===== config.mk =====
export PLATFORM = sky130hd
export DESIGN_NAME = hist_window_buf
export DESIGN_NICKNAME = d
export VERILOG_FILES = /design/src/rtl/hist_window_pkg.sv /design/src/rtl/hist_window_occ.sv /design/src/rtl/hist_window_map.sv /design/src/rtl/hist_window_ram.sv /design/src/rtl/hist_window_buf.sv
export SDC_FILE = /design/constraint.sdc
export NUM_CORES = 1
export LEC_CHECK = 0
export CAP_MARGIN = 20
export CORE_MARGIN = 1
export CORE_UTILIZATION = 55
export DETAILED_ROUTE_END_ITERATION = 6
export PLACE_DENSITY = 0.76
export SLEW_MARGIN = 20
export SYNTH_ARGS = -nofsm -noshare
export SYNTH_HDL_FRONTEND = slang
export SYNTH_SLANG_ARGS = --single-unit
export TNS_END_PERCENT = 20

===== constraint.sdc =====
create_clock -name clk -period 4 [get_ports clk]
set_clock_uncertainty 0.2 [all_clocks]
set_input_delay 0.8 -clock clk [delete_from_list [all_inputs] [get_ports clk]]
set_output_delay 0.8 -clock clk [all_outputs]
set_load 0.05 [all_outputs]

===== src/rtl/hist_window_pkg.sv =====
package hist_window_pkg;

  // Modular sum of a base position and an offset within a ring of `ring` slots.
  // Both operands are assumed below `ring`.
  function automatic int ring_add(input int base, input int offs, input int ring);
    int s;
    s = base + offs;
    if (s >= ring) s = s - ring;
    return s;
  endfunction

  // Next slot after `pos` in a ring of `ring` slots.
  function automatic int ring_next(input int pos, input int ring);
    return (pos == ring - 1) ? 0 : pos + 1;
  endfunction

  // An age is held when it lies below the current occupancy.
  function automatic bit age_held(input int age, input int occupancy);
    return age < occupancy;
  endfunction

endpackage


===== src/rtl/hist_window_occ.sv =====
module hist_window_occ #(
  parameter int DEPTH = 32,
  parameter int IDX_W = $clog2(DEPTH),
  parameter int CNT_W = $clog2(DEPTH + 1)
) (
  input  logic             clk,
  input  logic             rst,
  input  logic             wr_en,
  output logic [IDX_W-1:0] wr_ptr,
  output logic [IDX_W-1:0] oldest_ptr,
  output logic [CNT_W-1:0] fill,
  output logic             full
);
  import hist_window_pkg::*;

  localparam logic [CNT_W-1:0] FILL_MAX = CNT_W'(DEPTH);

  logic [IDX_W-1:0] ptr_next;
  logic             reach_full;

  always_comb begin
    ptr_next   = IDX_W'(ring_next(int'(wr_ptr), DEPTH));
    reach_full = wr_en && (fill == FILL_MAX - 1'b1);
  end

  always_ff @(posedge clk) begin
    if (rst) begin
      wr_ptr <= '0;
      fill   <= '0;
      full   <= 1'b0;
    end else if (wr_en) begin
      wr_ptr <= ptr_next;
      if (!full) fill <= fill + 1'b1;
      if (reach_full) full <= 1'b1;
    end
  end

  // Until the first wrap the oldest sample sits in slot 0; afterwards it is
  // the slot the next write will overwrite.
  assign oldest_ptr = full ? wr_ptr : '0;

endmodule


===== src/rtl/hist_window_map.sv =====
module hist_window_map #(
  parameter int DEPTH = 32,
  parameter int IDX_W = $clog2(DEPTH),
  parameter int CNT_W = $clog2(DEPTH + 1)
) (
  input  logic [IDX_W-1:0] oldest_ptr,
  input  logic [IDX_W-1:0] age,
  input  logic [CNT_W-1:0] fill,
  output logic [IDX_W-1:0] phys_addr,
  output logic             age_empty
);
  import hist_window_pkg::*;

  always_comb begin
    age_empty = !age_held(int'(age), int'(fill));
    // An empty age may exceed DEPTH-1; fold it so the address stays in range.
    if (age_empty)
      phys_addr = oldest_ptr;
    else
      phys_addr = IDX_W'(ring_add(int'(oldest_ptr), int'(age), DEPTH));
  end

endmodule


===== src/rtl/hist_window_ram.sv =====
module hist_window_ram #(
  parameter int DATA_W = 8,
  parameter int DEPTH  = 32,
  parameter int IDX_W  = $clog2(DEPTH)
) (
  input  logic              clk,
  input  logic              we,
  input  logic [IDX_W-1:0]  waddr,
  input  logic [DATA_W-1:0] wdata,
  input  logic              re,
  input  logic [IDX_W-1:0]  raddr,
  output logic [DATA_W-1:0] rdata
);

  logic [DATA_W-1:0] mem [DEPTH];

  // Read-before-write: the registered read sees the old word on a collision.
  always_ff @(posedge clk) begin
    if (we) mem[waddr] <= wdata;
    if (re) rdata <= mem[raddr];
  end

endmodule


===== src/rtl/hist_window_buf.sv =====
module hist_window_buf #(
  parameter int DATA_W = 8,
  parameter int DEPTH  = 32,
  parameter int IDX_W  = $clog2(DEPTH),
  parameter int CNT_W  = $clog2(DEPTH + 1)
) (
  input  logic              clk,
  input  logic              rst,
  input  logic              wr_en,
  input  logic [DATA_W-1:0] wr_data,
  input  logic              rd_en,
  input  logic [IDX_W-1:0]  rd_idx,
  output logic [DATA_W-1:0] rd_data,
  output logic              rd_invalid,
  output logic [CNT_W-1:0]  fill_cnt,
  output logic              full
);

  // Named internal events, visible to the bound checker.
  logic [IDX_W-1:0] wr_ptr;
  logic [IDX_W-1:0] oldest_ptr;
  logic [IDX_W-1:0] rd_phys;
  logic             rd_age_empty;
  logic             wr_fire;
  logic             rd_fire;

  assign wr_fire = wr_en && !rst;
  assign rd_fire = rd_en && !rst;

  hist_window_occ #(.DEPTH(DEPTH), .IDX_W(IDX_W), .CNT_W(CNT_W)) u_occ (
    .clk        (clk),
    .rst        (rst),
    .wr_en      (wr_fire),
    .wr_ptr     (wr_ptr),
    .oldest_ptr (oldest_ptr),
    .fill       (fill_cnt),
    .full       (full)
  );

  hist_window_map #(.DEPTH(DEPTH), .IDX_W(IDX_W), .CNT_W(CNT_W)) u_map (
    .oldest_ptr (oldest_ptr),
    .age        (rd_idx),
    .fill       (fill_cnt),
    .phys_addr  (rd_phys),
    .age_empty  (rd_age_empty)
  );

  hist_window_ram #(.DATA_W(DATA_W), .DEPTH(DEPTH), .IDX_W(IDX_W)) u_ram (
    .clk   (clk),
    .we    (wr_fire),
    .waddr (wr_ptr),
    .wdata (wr_data),
    .re    (rd_fire),
    .raddr (rd_phys),
    .rdata (rd_data)
  );

  always_ff @(posedge clk) begin
    if (rst)          rd_invalid <= 1'b0;
    else if (rd_fire) rd_invalid <= rd_age_empty;
  end

endmodule


==> summary.md, run 1 <==
| Metric | Value |
|---|---|
| Status | `finished, final reports clean` |
| Main combinational cell family by area after synthesis | `multiplexers` |
| Setup CP Type | `register to register` |
| Library cells used by synthesis | `45` |
| Crit-path slowest cell | `dfxtp_1` |
| Synth top area cells | `edfxtp_1 68%, mux2i_1 17%, dfxtp_1 2.2%` |
| GRT Util Overall | `0.2314` |
| Synth async-reset ratio | `0` |
| First-pass GRT wire length | `37.31 mm` |
| Fin crit period | `3.645 ns` |
| Post-Synth Adder-Cell Area | `0.01684` |
| Detail Route Antenna Nets | `0` |
| Crit-path leading delay family | `simple AND/OR/NAND/NOR gates` |
| Post-CTS Setup Bufs | `0` |
| Die area | `0.02165 mm^2` |
| GRT overflow | `0` |
| Setup Slack @ Placement | `-0.1199 ns` |
| Max Fclk | `274.3 MHz` |
| Routed via count | `6321` |
| Area leader, netlist | `edfxtp_1` |
| Antenna diodes | `0` |
| Multiplexer share of the synthesized area | `0.1719` |
| Synth warnings | `0` |
| Post-DR wirelength/cell | `22.56 um` |
| Worst vdd ir | `0.0003299 V` |
| Fin Setup TNS | `0 ns` |
| Critical Path Source Type | `register` |
| Area of the multi-input gates | `0.003164 mm^2` |
| H-tree levels | `1` |
| Syn Std Cell Area | `0.01159 mm^2` |
| Final GP Congestion | `0.8865` |
| Fraction of the mapped netlist area in compound gates | `0.02667` |
| Crit share post-route | `0.9113` |
| Hold WC Path Type | `register to register` |
| Max-slew headroom at the worst pin | `0.2185` |
| Area Growth Syn to Fin | `17.07%` |
| Slew @ Worst Pin | `1.169 ns` |
| Most common cell after layout, fill and taps aside | `edfxtp_1` |
| Cts hold-fix bufs | `0` |
| Initial antenna violation count | `0` |
| Storage cell area | `0.008188 mm^2` |
| CTS resizes | `0` |
| Total routed wirelength | `24.25 mm` |
| PortBufs | `32` |
| Initial Util | `0.5672` |
| CTS max path bufs | `3` |
| Xor and xnor fraction of the mapped netlist area | `0.007559` |
| Initial DRC count | `609` |
| RSZ-0062 raised after global routing | `no` |
| Most frequent cells in the layout | `264 x edfxtp_1, 194 x mux2i_1, 49 x buf_4, 45 x nor2_1` |
| Number of synthesized flops with an enable pin | `264` |
| DRT Pass-1 Iters | `5` |
| Clock sinks | `277` |
| Fill cell count | `1407` |
| Syn Inst Count | `692` |
| Critical Path Max Stage Delay | `0.49 ns` |
| CP Buf/Inv Count | `1` |
| Post-Synth Simple-Gate Area | `0.04827` |
| CP Cell Sequence | `and2_1 > ha_1 > inv_1 > fa_1 > nand2b_1 > a21oi_1 > xor2_1 > nand2_1 > xnor2_1 > nand3_1 > o22ai_1 > nor4_2` |
| Largest net degree at the start of global routing | `33` |
| Slew Limit Fails | `0` |
| DR vias/cell | `5.880` |
| Reg2reg start | `u_occ.full` |
| Post-synth net total | `724` |
| CORE AREA | `0.02043 mm^2` |
| Final WS setup | `0.3548 ns` |
| Max Cap Viol | `0` |
| Sequential area share after synthesis | `0.7066` |
| Hold path startpoint | `rd_invalid` |
| CTS tree | `built` |
| CTS Buf Count | `26` |
| Synth Area per Inst | `16.74 um^2` |
| Top FF cell, synth | `edfxtp_1` |
| Final Net Count | `817` |
| Die H | `147.1 um` |
| Crit-path max FO | `8` |
| Ports | `33` |
| Leakage | `4.792 nW` |
| Final setup vio count | `0` |
| Vias in the first global route | `6572` |
| CP startpoint | `u_occ.full` |
| Row count | `52` |
| Worst-Skew Late Latency | `0.54 ns` |
| Worst EP arrival | `3.73 ns` |
| Layout cells sized above 1 | `0.1478` |
| Clock Tree Root | `clkbuf_16` |
| Die Width | `147.1 um` |
| Crit. End Element | `register` |
| Clock transition at path regs | `0.07 ns` |
| #FFs+latches synth | `277` |
| Top cell type's share of synthesized area | `0.6842` |
| Final hold violation count | `0` |
| CP required | `4.08 ns` |
| PD cells | `458.8 mW/mm^2` |
| DPL Wire Length | `16.05 mm` |
| # DRC | `0` |
==> layer usage <==
| layer | GRT usage | routed length [um] | vias to the layer above |
|---|---|---|---|
| met5 | 0 | 0 | - |
| met4 | 0.07629 | 643 | 0 |
| met3 | 0.03385 | 1370 | 45 |
| met2 | 0.4012 | 12310 | 223 |
| met1 | 0.2998 | 9926 | 3176 |
| li1 | - | - | 2877 |
==> synthesized netlist by cell type (2+ instances only) <==
cell type    n
a21o_1       2
a21oi_1      6
and2_1       3
and3_1       2
buf_2        4
buf_4       10
buf_6        8
clkbuf_1     4
dfxtp_1     13
edfxtp_1   264
ha_1        14
inv_1       10
mux2i_1    195
nand2_1     17
nand2b_1     4
nand3_1      7
nand3b_1     3
nand4_1      2
nor2_1      45
nor2b_1      3
nor3_1       2
nor3b_1      3
nor4_2       8
o21ai_0      2
o22ai_1     32
or3b_2       2
xnor2_1      8
xor2_1       2
==> flip-flops by register name (all words and copies together) (netlist names) <==
signal	cells
u_occ.full	1
u_ram.rdata	8
u_ram.mem	256
rd_invalid	1
u_occ.wr_ptr	5
u_occ.fill	6
==> worst min-delay path: stages (launching register included) <==
cell and delay [ns]:
dfxtp_1 0.32, nor2_1 0.10, a211oi_1 0.05
==> metrics by stage <==
stage               cells  utilization  hold WS [ns]  power, mW  instance area [um^2]
floorplan             692            -        0.2918      3.514                 11590
global placement     1027       0.6187        0.3042      3.675                 12640
detailed placement   1027       0.6187        0.3055      3.688                 12640
CTS                  1075       0.6640        0.3198      6.248                 13570
global route         1075       0.6640        0.3369      6.383                 13570
finish               1075       0.6640        0.3208      6.223                 13570
==> path summary, 6_finish.rpt <==
path               endpoint  slack [ns]  cells past startpoint
min reg2reg      rd_invalid        0.32                      2
max reg2reg  u_ram.rdata[7]        0.35                     12
min              rd_invalid        0.32                      2
max          u_ram.rdata[7]        0.35                     12
==> area by class of cell <==
cell class / instances / share of cell area
multi-input cells: 377 / 0.2333
flip-flops and latches: 277 / 0.6036
inverters: 11 / 0.003044
clock inverters: 12 / 0.01291
well taps: 270 / 0.02490
clock buffers: 36 / 0.05534
repair buffers: 92 / 0.06696
==> power breakdown <==
group	total [mW]	internal [mW]	switching [mW]
combinational	0.422	0.173	0.248
clock	2.60	1.58	1.02
sequential	3.21	3.19	0.0119
==> cell families after synthesis <==
family                     Yosys count
AOI/OAI and AO/OA                   49
and+or+nand+nor                    105
adders and majority gates           15
muxes                              198
DFF                                277
buffers and inverters               38
xor gates and xnor gates            10
(Power assumes the default switching activity.)
==> run 2: changes to the inputs <==
--- a/config.mk
+++ b/config.mk
@@ -5,13 +5,12 @@
 export SDC_FILE = /design/constraint.sdc
 export NUM_CORES = 1
 export LEC_CHECK = 0
-export CAP_MARGIN = 20
 export CORE_MARGIN = 1
 export CORE_UTILIZATION = 55
 export DETAILED_ROUTE_END_ITERATION = 6
 export PLACE_DENSITY = 0.76
+export REMOVE_ABC_BUFFERS = 1
 export SLEW_MARGIN = 20
 export SYNTH_ARGS = -nofsm -noshare
 export SYNTH_HDL_FRONTEND = slang
 export SYNTH_SLANG_ARGS = --single-unit
-export TNS_END_PERCENT = 20
==> summary.md, run 2 (same netlist as run 1, synthesis figures left out) <==
| Metric | Value |
|---|---|
| Status | `finished, final reports clean (unchanged)` |
| GRT overflow | `0 (unchanged)` |
| Final hold violation count | `0 (unchanged)` |
| Storage cell area | `0.008188 mm^2 (unchanged)` |
| Initial antenna violation count | `0 (unchanged)` |
| Design area | `0.01357 mm^2 (about the same)` |
| Area after DPL | `0.01270 mm^2 (was 0.01264 mm^2)` |
| Max-slew headroom at the worst pin | `0.4240 (was 0.2185)` |
| Critical Path Source Type | `input port (was register)` |
| Worst-Skew Late Latency | `0.53 ns (was 0.54 ns)` |
| Final GP Congestion | `0.8644 (was 0.8865)` |
| RSZ-0062 raised after global routing | `no (unchanged)` |
| GRT Util Overall | `0.2260 (was 0.2314)` |
| Max Cap Viol | `0 (unchanged)` |
| Initial DRC count | `482 (was 609)` |
| Initial Util | `0.5672 (unchanged)` |
| Largest net degree at the start of global routing | `33 (unchanged)` |
| Met2 WL | `11.63 mm (was 12.31 mm)` |
| Clock Tree Root | `clkbuf_16 (unchanged)` |
| First-pass GRT wire length | `36.47 mm (was 37.31 mm)` |
| Largest register by flop count | `u_ram.mem (unchanged)` |
| Ports | `33 (unchanged)` |
| # DRC | `0 (unchanged)` |
| Slew @ Worst Pin | `0.8623 ns (was 1.169 ns)` |
| Hold WC Path Type | `register to register (unchanged)` |
| Clock sinks | `277 (unchanged)` |
| Final setup vio count | `0 (unchanged)` |
| Die Width | `147.1 um (unchanged)` |
| Crit. End Element | `register (unchanged)` |
| Most common cell after layout, fill and taps aside | `edfxtp_1 (unchanged)` |
| Met1 WL | `10.08 mm (was 9.926 mm)` |
| Leakage | `4.821 nW (was 4.792 nW)` |
| Final Net Count | `829 (was 817)` |
| Layout cells sized above 1 | `0.1579 (was 0.1478)` |
| CTS max path bufs | `3 (unchanged)` |
| Routed via count | `6300 (was 6321)` |
| Crit-path max FO | `29 (was 8)` |
| CP required | `4.14 ns (was 4.08 ns)` |
| Max reg flops | `256 (unchanged)` |
| DRT Pass-1 Iters | `5 (unchanged)` |
| Worst Hold Depth | `2 (unchanged)` |
| PortBufs | `32 (unchanged)` |
| Die H | `147.1 um (unchanged)` |
| H-tree levels | `1 (unchanged)` |
| Largest registers | `u_ram.mem x256, u_ram.rdata x8, u_occ.fill x6 (unchanged)` |
| Fin Setup TNS | `0 ns (unchanged)` |
| Die area | `0.02165 mm^2 (unchanged)` |
| PD cells | `453.3 mW/mm^2 (was 458.8 mW/mm^2)` |
| DR vias/cell | `5.796 (was 5.880)` |
| Clock transition at path regs | `0.06 ns (was 0.07 ns)` |
| Area of the multi-input gates | `0.003164 mm^2 (unchanged)` |
| Max Fclk | `271.3 MHz (was 274.3 MHz)` |
| Fill cell count | `1407 (unchanged)` |
| Most frequent cells in the layout | `264 x edfxtp_1, 194 x mux2i_1, 62 x buf_4, 45 x nor2_1, 32 x o22ai_1 (was 264 x edfxtp_1, 194 x mux2i_1, 49 x buf_4, 45 x nor2_1)` |
| Post-DR wirelength/cell | `21.90 um (was 22.56 um)` |
| Total routed wirelength | `23.81 mm (was 24.25 mm)` |
| DPL Wire Length | `15.74 mm (was 16.05 mm)` |
| CTS resizes | `0 (unchanged)` |
| Antenna diodes | `0 (unchanged)` |
| Post-CTS Setup Bufs | `0 (unchanged)` |
| CTS Buf Count | `27 (was 26)` |
| Slew Limit Fails | `0 (unchanged)` |
| Detail Route Antenna Nets | `0 (unchanged)` |
| Worst vdd ir | `0.0002756 V (was 0.0003299 V)` |
| Fin crit period | `3.687 ns (was 3.645 ns)` |
| Worst EP arrival | `3.83 ns (was 3.73 ns)` |
| Vias in the first global route | `6245 (was 6572)` |
| Top routing layer in use | `met4 (unchanged)` |
| Cts hold-fix bufs | `0 (unchanged)` |
| R2R depth | `13 (was 12)` |
| Met3 routed WL | `1.415 mm (was 1.370 mm)` |
| Area Growth Syn to Fin | `17.14% (was 17.07%)` |
| CTS tree | `built (unchanged)` |
| Row count | `52 (unchanged)` |
| Crit share post-route | `0.9216 (was 0.9113)` |
| CORE AREA | `0.02043 mm^2 (unchanged)` |
| Setup CP Type | `input port to register (was register to register)` |
## run 2: final timing paths
check	from	slack (ns)	endpoint
hold reg to reg	rd_invalid	0.31	rd_invalid
hold / removal	rd_invalid	0.31	rd_invalid
setup / recovery	rd_idx[4]	0.31	u_ram.rdata[2]
setup reg to reg	u_occ.full	0.38	u_ram.rdata[2]
## run 2: layout make-up
class                           instances  area share
Clock buffer                           34     0.05171
Sequential cell                       277      0.6032
Clock inverter                         15     0.01318
Multi-Input combinational cell        377      0.2331
Timing Repair Buffer                  103     0.07080
Tap cell                              270     0.02489
Inverter                               11    0.003042
## run 2: layer usage
metal / global-route usage / vias to the layer above
li1: - / 2903
met1: 0.3062 / 3142
met2: 0.3741 / 210
met3: 0.03416 / 45
met4: 0.07887 / 0
met5: 0 / -
## run 2: power by group
part / switching [mW] / internal, mW
sequential: 0.0125 / 3.19
clock: 1.02 / 1.50
combinational: 0.249 / 0.177
## run 2: critical path, stage by stage
cell and delay (ns):
clkdlybuf4s50_1 0.47, ha_1 0.35, nand4b_1 0.15, o21ai_2 0.34, mux2i_4 0.38, buf_12 0.26
mux2i_1 0.11, mux2i_1 0.34, o22ai_1 0.18, buf_4 0.17, nor4_2 0.27
## run 2: per-stage QoR
stage	utilization	total power [mW]	hold WS [ns]	worst slack (ns)	instances
floorplan	-	3.541	0.2916	-6.924	665
global placement	0.6215	3.683	0.2945	-0.06478	1038
detailed placement	0.6215	3.696	0.3089	-0.2016	1038
CTS	0.6646	6.186	0.3202	0.3461	1087
global route	0.6644	6.318	0.3392	0.1942	1087
finish	0.6644	6.152	0.3138	0.3135	1087
